--- src/rtl/rev_pkg.sv ---
package rev_pkg;
   typedef enum logic {
      PERES_NATIVE = 1'b0,
      PERES_SPLIT  = 1'b1
   } peres_style_e;
endpackage

--- src/rtl/rev_cnot.sv ---
module rev_cnot (
   input  logic ctl_i,
   input  logic tgt_i,
   output logic ctl_o,
   output logic tgt_o
);
   assign ctl_o = ctl_i;
   assign tgt_o = tgt_i ^ ctl_i;
endmodule

--- src/rtl/rev_toffoli.sv ---
module rev_toffoli (
   input  logic a_i,
   input  logic b_i,
   input  logic t_i,
   output logic a_o,
   output logic b_o,
   output logic t_o
);
   assign a_o = a_i;
   assign b_o = b_i;
   assign t_o = t_i ^ (a_i & b_i);
endmodule

--- src/rtl/rev_peres.sv ---
module rev_peres
   import rev_pkg::*;
#(
   parameter peres_style_e STYLE = PERES_NATIVE
) (
   input  logic a_i,
   input  logic b_i,
   input  logic c_i,
   output logic p_o,
   output logic q_o,
   output logic r_o
);
   generate
      if (STYLE == PERES_NATIVE) begin : g_native
         assign p_o = a_i;
         assign q_o = a_i ^ b_i;
         assign r_o = (a_i & b_i) ^ c_i;
      end else begin : g_split
         logic ta, tb;
         rev_toffoli u_tof (
            .a_i (a_i), .b_i (b_i), .t_i (c_i),
            .a_o (ta),  .b_o (tb),  .t_o (r_o)
         );
         rev_cnot u_cx (
            .ctl_i (ta), .tgt_i (tb),
            .ctl_o (p_o), .tgt_o (q_o)
         );
      end
   endgenerate
endmodule

--- src/rtl/rev_cas_stage.sv ---
module rev_cas_stage
   import rev_pkg::*;
#(
   parameter peres_style_e STYLE = PERES_NATIVE
) (
   input  logic op_i,
   input  logic x_i,
   input  logic y_i,
   input  logic cin_i,
   input  logic sp_i,
   output logic op_o,
   output logic gx_o,
   output logic gp_o,
   output logic s_o,
   output logic cout_o
);
   logic y_eff;
   logic prop;
   logic gen;

   // conditional inversion of Y by the operation line
   rev_cnot u_inv (
      .ctl_i (op_i), .tgt_i (y_i),
      .ctl_o (op_o), .tgt_o (y_eff)
   );

   // first half adder: propagate and generate, generate lands on the spare line
   rev_peres #(.STYLE(STYLE)) u_ha0 (
      .a_i (x_i),  .b_i (y_eff), .c_i (sp_i),
      .p_o (gx_o), .q_o (prop),  .r_o (gen)
   );

   // second half adder: sum and carry out
   rev_peres #(.STYLE(STYLE)) u_ha1 (
      .a_i (prop), .b_i (cin_i), .c_i (gen),
      .p_o (gp_o), .q_o (s_o),   .r_o (cout_o)
   );
endmodule

--- src/rtl/rev_addsub.sv ---
module rev_addsub
   import rev_pkg::*;
#(
   parameter int           N     = 8,
   parameter peres_style_e STYLE = PERES_NATIVE
) (
   input  logic         op_sub_i,
   input  logic [N-1:0] x_i,
   input  logic [N-1:0] y_i,
   input  logic [N-1:0] sp_bit_i,
   input  logic         sp_cin_i,
   input  logic         sp_ovf_i,
   output logic         op_o,
   output logic [N-1:0] gx_o,
   output logic [N-1:0] gp_o,
   output logic [N-1:0] res_o,
   output logic         carry_o,
   output logic         ovf_o
);
   localparam int TOP = N - 1;

   generate
      if (N < 2) begin : g_bad_width
         $error("rev_addsub: N must be at least 2");
      end
   endgenerate

   logic [N:0] op_chain;
   logic [N:0] c_chain;
   logic       c_top_in;
   logic       ovf_mid;

   // bit-zero carry: control written onto a zero spare line
   rev_cnot u_cin (
      .ctl_i (op_sub_i), .tgt_i (sp_cin_i),
      .ctl_o (op_chain[0]), .tgt_o (c_chain[0])
   );

   // copy of the carry entering the top stage
   rev_cnot u_ovf_copy (
      .ctl_i (c_chain[TOP]), .tgt_i (sp_ovf_i),
      .ctl_o (c_top_in),     .tgt_o (ovf_mid)
   );

   genvar i;
   generate
      for (i = 0; i < N; i++) begin : g_stage
         logic cin_s;
         if (i == TOP) begin : g_top_cin
            assign cin_s = c_top_in;
         end else begin : g_mid_cin
            assign cin_s = c_chain[i];
         end
         rev_cas_stage #(.STYLE(STYLE)) u_st (
            .op_i   (op_chain[i]),
            .x_i    (x_i[i]),
            .y_i    (y_i[i]),
            .cin_i  (cin_s),
            .sp_i   (sp_bit_i[i]),
            .op_o   (op_chain[i+1]),
            .gx_o   (gx_o[i]),
            .gp_o   (gp_o[i]),
            .s_o    (res_o[i]),
            .cout_o (c_chain[i+1])
         );
      end
   endgenerate

   // fold the carry out of the top stage into the copied carry-in
   rev_cnot u_ovf_fold (
      .ctl_i (c_chain[N]), .tgt_i (ovf_mid),
      .ctl_o (carry_o),    .tgt_o (ovf_o)
   );

   assign op_o = op_chain[N];
endmodule

--- config.mk ---
export PLATFORM = sky130hd
export DESIGN_NAME = rev_addsub
export DESIGN_NICKNAME = d
export VERILOG_FILES = /design/src/rtl/rev_pkg.sv /design/src/rtl/rev_cnot.sv /design/src/rtl/rev_toffoli.sv /design/src/rtl/rev_peres.sv /design/src/rtl/rev_cas_stage.sv /design/src/rtl/rev_addsub.sv
export SDC_FILE = /design/constraint.sdc
export NUM_CORES = 1
export LEC_CHECK = 0
export BUFFER_PORTS_ARGS = -buffer_cell sky130_fd_sc_hd__buf_4
export CORE_MARGIN = 4
export CORE_UTILIZATION = 44
export DETAILED_ROUTE_END_ITERATION = 6
export GPL_TIMING_DRIVEN = 1
export PLACE_DENSITY = 0.9
export REMOVE_ABC_BUFFERS = 1
export SLEW_MARGIN = 20
export SYNTH_ARGS = -nofsm -noshare
export SYNTH_HDL_FRONTEND = slang
export SYNTH_SLANG_ARGS = --single-unit
--- constraint.sdc ---
create_clock -name vclk -period 15.2
set_input_delay 1.52 -clock vclk [all_inputs]
set_output_delay 1.52 -clock vclk [all_outputs]
set_load 0.05 [all_outputs]
==> results.md <==
* Largest net degree at the start of global routing at 11
* Yosys warns at 0
* Flop pwr share at 0%
* Cell Pwr Density at approximately 160 nW/um^2
* Yosys cell types at 6
* Total GRT Usage at a little under an eighth
* Routed vias at ~530
* Post-DP HPWL at approximately 1300 um
* Post_cts resized at 0
* Sw frac at approximately two thirds
* Critical Path Fanout Max at 10
* Global-route wire length before repair at between 1500 and 2000 um
* Gate power share at 100.0%
* Status: complete, no violations
* Setup-failing EPs final at 0
* # diodes at 0
* Die Wd at between 40 and 50 um
* Clock buf count at 0
* Max VDD drop at roughly 85 uV
* Mapped Area at 646 um^2
* # port buffers at 54
* Max Clk Rate at 0.129 GHz
* Placer Congestion at roughly 0.65
* Pleak at between 0.4 and 0.5 nW
* Fraction of layout cells with a size suffix above 1 at approximately 56%
* DRC Markers at 0
* Nets at 143
* FF/Latch Area at 0 um^2
* Initial antenna violation count at 0
* Die footprint at approximately 2100 um^2
* Vias in the first global route at roughly 480
* Pins Over Slew Limit at 0
* Register area share after synthesis at 0%
* Clock power frac at 0%
* Row count at 13
* Die height at between 40 and 50 um
* CP Capture Type: output pin
* Int Power at roughly 47 uW
* Top cells by area, synth: ha_1 (31%), buf_4 (29%), xnor2_1 (24%)
* First DRT Iteration DRCs at 0
* Number of flip-flops and latches at 0
* Core ar. at roughly 1300 um^2
* Routed WL at about 1300 um
* WP data required at ~14 ns
* Synth top area share at between 30% and 40%
* Slew margin rel. at between 80 and 90%
* Unrepaired setup endpoints after global routing: false
* # IOs at 54
* Area growth syn-to-layout at 35.9%
* Filler cells at ~120
* Syn_area_per_cell at ~9.2 um^2
* 1st-pass router iterations at 1
* Startpoint Class: primary input
* DR WL/cell at around 12 um
* Hold WC Path Type: primary input to output pin
* Final ANT Viol Nets at 0
* Min Tclk post-route at 7.77 ns
* Hold_buf cts at 0
* Placed cell area at 877 um^2
* Post-synth top area cell: ha_1
* Post-Layout Inst Area at slightly below 900 um^2
* Mapped Cells at 70
* Initial core utilization at 48.4%
* Vias/cell at between 4 and 5
* Worst path arrival time at about 6.3 ns
* Max-cap viol count at 0
* Actual slew at the worst max-slew pin at between 0.2 and 0.25 ns
* Count of final hold-check violations at 0
* Switching pwr at 91.4 uW
* Final period utilization at about half
* Setup_tns at 0 ns
* Kind of critical path: primary input to output pin
* Grt ovf at 0
* Post-CTS Setup Repair Bufs at 0
## cell families after synthesis
family | count (synthesis) | share of synthesized area, %
buffers and inverters | 26 | 29.8
xor gates and xnor gates | 28 | 39.1
adders and majority gates | 16 | 31.0
## layout make-up
cell class / instances / area (um^2) / area share, %
Multi-Input combinational cell: 44 / 453 / 51.6
Timing Repair Buffer: 54 / 405 / 46.2
Tap cell: 15 / 18.8 / 2.14
## synth_stat cells
master	count
buf_4	25
xnor2_2	1
ha_1	16
xnor2_1	18
buf_2	1
xor2_1	9
## worst max-delay path, cell delays in order
cell,delay [ns]
buf_4,0.17
xor2_1,0.18
ha_1,0.30
ha_1,0.22
xnor2_1,0.13
xnor2_1,0.13
ha_1,0.19
xnor2_1,0.13
ha_1,0.19
xnor2_1,0.18
xnor2_1,0.09
ha_1,0.19
xnor2_1,0.13
xnor2_1,0.13
ha_1,0.19
xnor2_1,0.19
xnor2_1,0.09
ha_1,0.19
xnor2_1,0.18
xnor2_1,0.09
ha_1,0.19
xnor2_1,0.19
xnor2_1,0.18
ha_1,0.23
xnor2_2,0.14
xnor2_1,0.16
xnor2_1,0.13
buf_4,0.21
## power by group through the flow
stage | clock network [mW] | logic (mW) | registers (mW)
6_report | 0 | 0.139 | 0
3_5_place_dp | 0 | 0.140 | 0
5_1_grt | 0 | 0.146 | 0
2_1_floorplan | 0 | 0.102 | 0
3_3_place_gp | 0 | 0.137 | 0
4_1_cts | 0 | 0.140 | 0
## through the flow
stage          setup WS (ns)  util, %  hold slack, ns  cells  total power [mW]
4_1_cts                 7.35     65.8            3.31    113             0.140
5_1_grt                 7.05     65.8            3.31    113             0.146
3_5_place_dp            7.37     65.8            3.31    113             0.140
3_3_place_gp            7.44     65.8            3.31    113             0.137
6_report                7.43     65.8            3.31    113             0.139
2_1_floorplan           7.11        -            3.04     44             0.102
## routing by layer
| metal | up-vias | routed length (um) | track usage [%] |
|---|---|---|---|
| li1 | 256 | - | - |
| met3 | 0 | 262 | 1.95 |
| met5 | - | 0 | 0 |
| met1 | 231 | 380 | 12.1 |
| met2 | 38 | 674 | 25.5 |
| met4 | 0 | 0 | 0 |
## path summary, 6_finish.rpt
| kind | startpoint | to | slack (ns) | cells past startpoint |
|---|---|---|---|---|
| min | x_i[0] | gx_o[0] | 3.31 | 2 |
| max | op_sub_i | ovf_o | 7.43 | 28 |
## placed cells by master, fill, tap and decap left out
cell type,count
buf_4,54
xnor2_1,18
ha_1,16
xor2_1,9
xnor2_2,1
Note: power is estimated with default switching activity, not from simulation.
